[config.mk]
export PLATFORM = sky130hd
export DESIGN_NAME = dual_edge_capture
export DESIGN_NICKNAME = d
export VERILOG_FILES = /design/src/rtl/dec_pkg.sv /design/src/rtl/dec_phase_fsm.sv /design/src/rtl/dec_rev_latch.sv /design/src/rtl/dec_cswap.sv /design/src/rtl/dual_edge_capture.sv
export SDC_FILE = /design/constraint.sdc
export NUM_CORES = 1
export LEC_CHECK = 0
export BUFFER_PORTS_ARGS = -buffer_cell sky130_fd_sc_hd__buf_2
export CAP_MARGIN = 40
export CELL_PAD_IN_SITES_DETAIL_PLACEMENT = 1
export CELL_PAD_IN_SITES_GLOBAL_PLACEMENT = 1
export CORE_UTILIZATION = 35
export CTS_BUF_LIST = sky130_fd_sc_hd__clkbuf_4 sky130_fd_sc_hd__clkbuf_8 sky130_fd_sc_hd__clkbuf_16
export CTS_CLUSTER_SIZE = 16
export DETAILED_ROUTE_END_ITERATION = 8
export PLACE_DENSITY = 0.9
export SLEW_MARGIN = 20
export SYNTH_ARGS = -nofsm -noshare
export SYNTH_HDL_FRONTEND = slang
export SYNTH_SLANG_ARGS = --single-unit
[constraint.sdc]
create_clock -name clk -period 1.9 [get_ports clk]
set_clock_uncertainty 0.15 [all_clocks]
set_input_delay 0.19 -clock clk [delete_from_list [all_inputs] [get_ports clk]]
set_output_delay 0.19 -clock clk [all_outputs]
set_load 0.01 [all_outputs]
[src/rtl/dec_pkg.sv]
package dec_pkg;
    typedef enum logic [1:0] {
        LM_FORCE0 = 2'b00,
        LM_NORMAL = 2'b01,
        LM_FREEZE = 2'b10,
        LM_FORCE1 = 2'b11
    } latch_mode_e;

    typedef enum logic {
        PH_LOW  = 1'b0,
        PH_HIGH = 1'b1
    } phase_e;

    function automatic latch_mode_e decode_mode(input logic c1, input logic c2);
        return latch_mode_e'({c1, c2});
    endfunction
endpackage

[src/rtl/dec_phase_fsm.sv]
module dec_phase_fsm
    import dec_pkg::*;
(
    input  logic   clk,
    input  logic   rst_n,
    input  logic   e,
    output phase_e phase
);
    phase_e state_q, state_d;

    always_comb begin
        state_d = state_q;
        unique case (state_q)
            PH_LOW:  if (e)  state_d = PH_HIGH;  // RISE
            PH_HIGH: if (!e) state_d = PH_LOW;   // FALL
        endcase
    end

    always_ff @(posedge clk or negedge rst_n) begin
        if (!rst_n) state_q <= PH_LOW;
        else        state_q <= state_d;
    end

    assign phase = state_q;

    assert_phase_follows_R9: assert property (@(posedge clk) disable iff (!rst_n)
        e |=> (state_q == PH_HIGH));
endmodule

[src/rtl/dec_rev_latch.sv]
module dec_rev_latch
    import dec_pkg::*;
#(
    parameter int W        = 4,
    parameter bit OPEN_HIGH = 1'b1
) (
    input  logic         clk,
    input  logic         rst_n,
    input  logic         e,
    input  logic         c1,
    input  logic         c2,
    input  logic [W-1:0] d,
    output logic [W-1:0] hold
);
    localparam logic [W-1:0] ALL_ONES = {W{1'b1}};

    logic         open_en;
    latch_mode_e  mode;
    logic [W-1:0] hold_q, hold_d;

    generate
        if (OPEN_HIGH) begin : g_pos
            assign open_en = e;
        end else begin : g_neg
            assign open_en = ~e;
        end
    endgenerate

    assign mode = decode_mode(c1, c2);

    // Reversible-style update: data gated by enable, feedback gated by its complement
    always_comb begin
        hold_d = hold_q;
        unique case (mode)
            LM_NORMAL: hold_d = ({W{open_en}} & d) | ({W{~open_en}} & hold_q);
            LM_FORCE0: hold_d = '0;
            LM_FORCE1: hold_d = ALL_ONES;
            LM_FREEZE: hold_d = hold_q;
        endcase
    end

    always_ff @(posedge clk or negedge rst_n) begin
        if (!rst_n) hold_q <= '0;
        else        hold_q <= hold_d;
    end

    assign hold = hold_q;

    assert_force_zero_R5: assert property (@(posedge clk) disable iff (!rst_n)
        (mode == LM_FORCE0) |=> (hold == '0));
    assert_force_one_R6: assert property (@(posedge clk) disable iff (!rst_n)
        (mode == LM_FORCE1) |=> (hold == ALL_ONES));
    assert_freeze_R7: assert property (@(posedge clk) disable iff (!rst_n)
        (mode == LM_FREEZE) |=> $stable(hold));
    assert_closed_hold_R4: assert property (@(posedge clk) disable iff (!rst_n)
        (mode == LM_NORMAL && !open_en) |=> $stable(hold));
endmodule

[src/rtl/dec_cswap.sv]
module dec_cswap #(
    parameter int W = 4
) (
    input  logic         sel,
    input  logic [W-1:0] a,
    input  logic [W-1:0] b,
    output logic [W-1:0] x,
    output logic [W-1:0] y
);
    always_comb begin
        x = a;
        y = b;
        if (sel) begin
            x = b;
            y = a;
        end
    end

    always_comb begin
        assert_conserve_R9: assert ($countones({x, y}) == $countones({a, b}));
    end
endmodule

[src/rtl/dual_edge_capture.sv]
module dual_edge_capture
    import dec_pkg::*;
#(
    parameter int W = 4
) (
    input  logic         clk,
    input  logic         rst_n,
    input  logic         e,
    input  logic [W-1:0] d,
    input  logic         rise_c1,
    input  logic         rise_c2,
    input  logic         fall_c1,
    input  logic         fall_c2,
    output logic [W-1:0] q,
    output logic [W-1:0] rise_tap,
    output logic [W-1:0] fall_tap
);
    phase_e       phase;
    logic [W-1:0] idle_word;

    dec_phase_fsm u_phase (
        .clk(clk), .rst_n(rst_n), .e(e), .phase(phase)
    );

    dec_rev_latch #(.W(W), .OPEN_HIGH(1'b1)) u_rise (
        .clk(clk), .rst_n(rst_n), .e(e), .c1(rise_c1), .c2(rise_c2),
        .d(d), .hold(rise_tap)
    );

    dec_rev_latch #(.W(W), .OPEN_HIGH(1'b0)) u_fall (
        .clk(clk), .rst_n(rst_n), .e(e), .c1(fall_c1), .c2(fall_c2),
        .d(d), .hold(fall_tap)
    );

    // Select the latch that is currently storing
    dec_cswap #(.W(W)) u_swap (
        .sel(phase == PH_HIGH), .a(rise_tap), .b(fall_tap), .x(q), .y(idle_word)
    );

    assert_high_steady_R2: assert property (@(posedge clk) disable iff (!rst_n)
        (phase == PH_HIGH && e && decode_mode(fall_c1, fall_c2) == LM_NORMAL) |=> $stable(q));
    assert_low_steady_R3: assert property (@(posedge clk) disable iff (!rst_n)
        (phase == PH_LOW && !e && decode_mode(rise_c1, rise_c2) == LM_NORMAL) |=> $stable(q));
    assert_idle_word_R9: assert property (@(posedge clk) disable iff (!rst_n)
        (phase == PH_HIGH) |-> (idle_word == rise_tap));
endmodule

==> impl_metrics.py <==
metrics = {
    "critical_path": {
        "worstSetupPathType": "register to primary output",
        "critPathArrivalTime_ns": 1.20,
        "r2r_slack_ns": 0.91,
        "r2r_cells": 3,
        "critPathCaptureType": "primary output",
        "cp_max_fo": 4,
        "startpoint_type": "register",
        "cp.required_ns": 1.56,
    },
    "clock_tree": {
        "path_clk_slew_ns": 0.06,
        "worstSkewPairLatency_ns": 0.25,
        "cts_tree": "yes",
        "cts_root_buf": "clkbuf_4",
        "cts.repair.resized": 0,
        "cts_num_sinks": 9,
        "cts_buffers": 3,
        "clk_path_buf_depth": 2,
        "h-tree-depth": 1,
    },
    "power": {
        "ir_worst_vdd_mv": 0.5234,
        "pwr-share-clk_pct": 27.3,
        "power.switching_mw": 0.1763,
        "seq_power_share_pct": 42.4,
        "intPower_mw": 0.4006,
        "p_comb_share_pct": 30.3,
        "swShare_pct": 30.56,
        "p_per_area_nw_per_um2": 813.1,
        "total_power_mw": 0.5768,
        "p_leak_nw": 0.3631,
    },
    "global_routing": {
        "gr-total-overflow": 0,
        "grt_max_degree": 10,
        "grt_antenna_before_repair": 0,
        "grt_pass1_vias": 484,
        "grt_pass1_wl_mm": 2.132,
        "grt_use_total_pct": 20.54,
    },
    "timing": {
        "rsz0062_at_grt": "false",
        "fin_crit_sh_pct": 80.88,
        "layout_setup_ws_ns": 0.3633,
        "timing.setup.tns_ns": 0,
        "hold_violations": 0,
        "min_period_ns": 1.537,
        "final_max_slew_viol_count": 0,
        "tightest_slew_ns": 0.3574,
        "setup_viol_count_final": 0,
        "slew_headroom_pct": 75.86,
        "holdWs_ns": 0.07212,
        "max_freq_ghz": 0.6507,
    },
    "route": {
        "routedWlPerCell_microns": 14.35,
        "dr.pass1.iters": 4,
        "drc": 0,
        "initialDrtViolationCount": 2,
        "num_vias": 502,
        "ant_nets": 0,
        "vias_per_cell": 5.284,
        "wl_mm": 1.363,
    },
    "cells_and_area": {
        "num-nets-final": 96,
        "syn2layout_area_growth_pct": 33.73,
        "drive_gt1_share_pct": 40.00,
        "n_antenna_cell": 0,
    },
    "synth": {
        "synth_area_per_cell_sq_um": 10.20,
        "synthFlopType": "dfrtp_1",
        "synth_top_cell_by_area": "dfrtp_1",
        "synth-edff-count": 0,
        "seq_area_frac_synth_pct": 42.45,
        "syn_area_sq_um": 530.5,
        "post-synth-top-count-cell": "dfrtp_1",
        "ys_warn_count": 0,
        "ys_top_cells_by_count": "9 x dfrtp_1, 6 x inv_1, 5 x nand2b_1",
        "synthTopCellsByArea": "dfrtp_1 42%, ha_1 9.4%, mux2_2 8.5%",
        "synthCells": 52,
        "synth_top_area_share_pct": 42.45,
        "async_flop_share_pct": 100.0,
        "synth_nets": 67,
        "ys_ff_latch": 9,
        "yosysUniqueCellTypes": 14,
    },
    "floorplan": {
        "io_pins": 23,
        "die_area_sq_um": 1675,
        "dieHeight_microns": 40.93,
        "initial_utilization_pct": 39.30,
        "core_sq_um": 1350,
        "die_w_microns": 40.93,
        "row_count": 13,
    },
    "place": {
        "dp_hpwl_mm": 1.116,
        "place.gp.congestion": 0.7419,
        "portBuffers": 22,
        "dpl_worst_slack_ns": 0.4190,
    },
    "hold_path": {
        "hp-start": "d[1]",
        "hold_depth": 3,
        "hold_class": "input port to register",
    },
    "run_status": {
        "status": "completed",
    },
    "run": {
        "drv_cap": 0,
    },
}
-- power by group through the flow --
stage | Sequential, mW | Clock [mW] | Combinational [mW]
global route | 0.250 | 0.174 | 0.199
CTS | 0.245 | 0.164 | 0.178
finish | 0.244 | 0.157 | 0.175
global placement | 0.247 | 0 | 0.167
floorplan | 0.257 | 0 | 0.0842
detailed placement | 0.249 | 0 | 0.173
-- layout make-up --
| class | count | area (sq um) |
|---|---|---|
| fill | 163 | 640.6 |
| timing repair buffer | 24 | 130.1 |
| sequential | 9 | 225.2 |
| inverter | 6 | 22.52 |
| multi-input combinational | 37 | 282.8 |
| clock buffer | 4 | 30.03 |
| tap | 15 | 18.77 |
-- worst max path at each step --
stage | startpoint | to | depth (start not counted)
6_report | u_phase.phase$_DFF_PN0_ | q[1] | 2
5_1_grt | u_phase.phase$_DFF_PN0_ | q[1] | 2
4_1_cts | u_phase.phase$_DFF_PN0_ | q[1] | 2
3_5_place_dp | fall_c2 | register | 5
3_3_place_gp | fall_c1 | register | 4
2_1_floorplan | fall_c2 | register | 4
-- cell families after synthesis --
group                      count (synthesis)  share of synthesized area [%]
buffers and inverters                      6                          4.245
and+or+nand+nor                           20                          20.75
muxes                                      4                          8.490
AOI/OAI and AO/OA                          9                          14.62
DFF                                        9                          42.45
adders and majority gates                  4                          9.434
-- stage by stage --
stage / instance area (sq um) / util, % / std cells
final: 709.4 / 52.55 / 95
after global routing: 709.4 / 52.55 / 95
after CTS: 709.4 / 52.55 / 95
after detailed placement: 659.4 / 48.84 / 89
after global placement: 659.4 / 48.84 / 89
after floorplan: 530.5 / - / 52
-- worst max-delay path, stage by stage (launching register included) --
cell and delay (ns):
dfrtp_1 0.44, mux2_2 0.36, buf_2 0.14
-- repair_timing --
| action | 4_1_cts | 5_1_grt |
|---|---|---|
| endpoints found under the hold margin | 10 | 0 |
| hold buffers | 2 | 0 |
| buffers inserted | 0 | 0 |
-- routing by layer --
metal | GRT usage (%) | routed length [microns] | vias to the layer above
met2 | 33.59 | 700 | 17
met3 | 8.152 | 76 | 0
li1 | - | - | 245
met5 | 0 | 0 | -
met4 | 5.000 | 0 | 0
met1 | 24.83 | 585 | 240
-- cells in the final DEF (no fill, tap or decap) --
| cell | Yosys | routed |
|---|---|---|
| buf_2 | 0 | 22 |
| dfrtp_1 | 9 | 9 |
| inv_1 | 6 | 6 |
| nand2b_1 | 5 | 5 |
| mux2_2 | 4 | 4 |
| nor2_1 | 4 | 4 |
| o41ai_1 | 4 | 4 |
| nor3_1 | 4 | 4 |
| nand2_1 | 4 | 4 |
| o311ai_1 | 4 | 4 |
| ha_1 | 4 | 4 |
| clkbuf_4 | 0 | 4 |
| dlygate4sd3_1 | 0 | 2 |
| nor3b_2 | 1 | 1 |
| nand2b_2 | 1 | 1 |
| o21bai_1 | 1 | 1 |
| nand3b_1 | 1 | 1 |
Note: power is estimated with default switching activity, not from simulation.
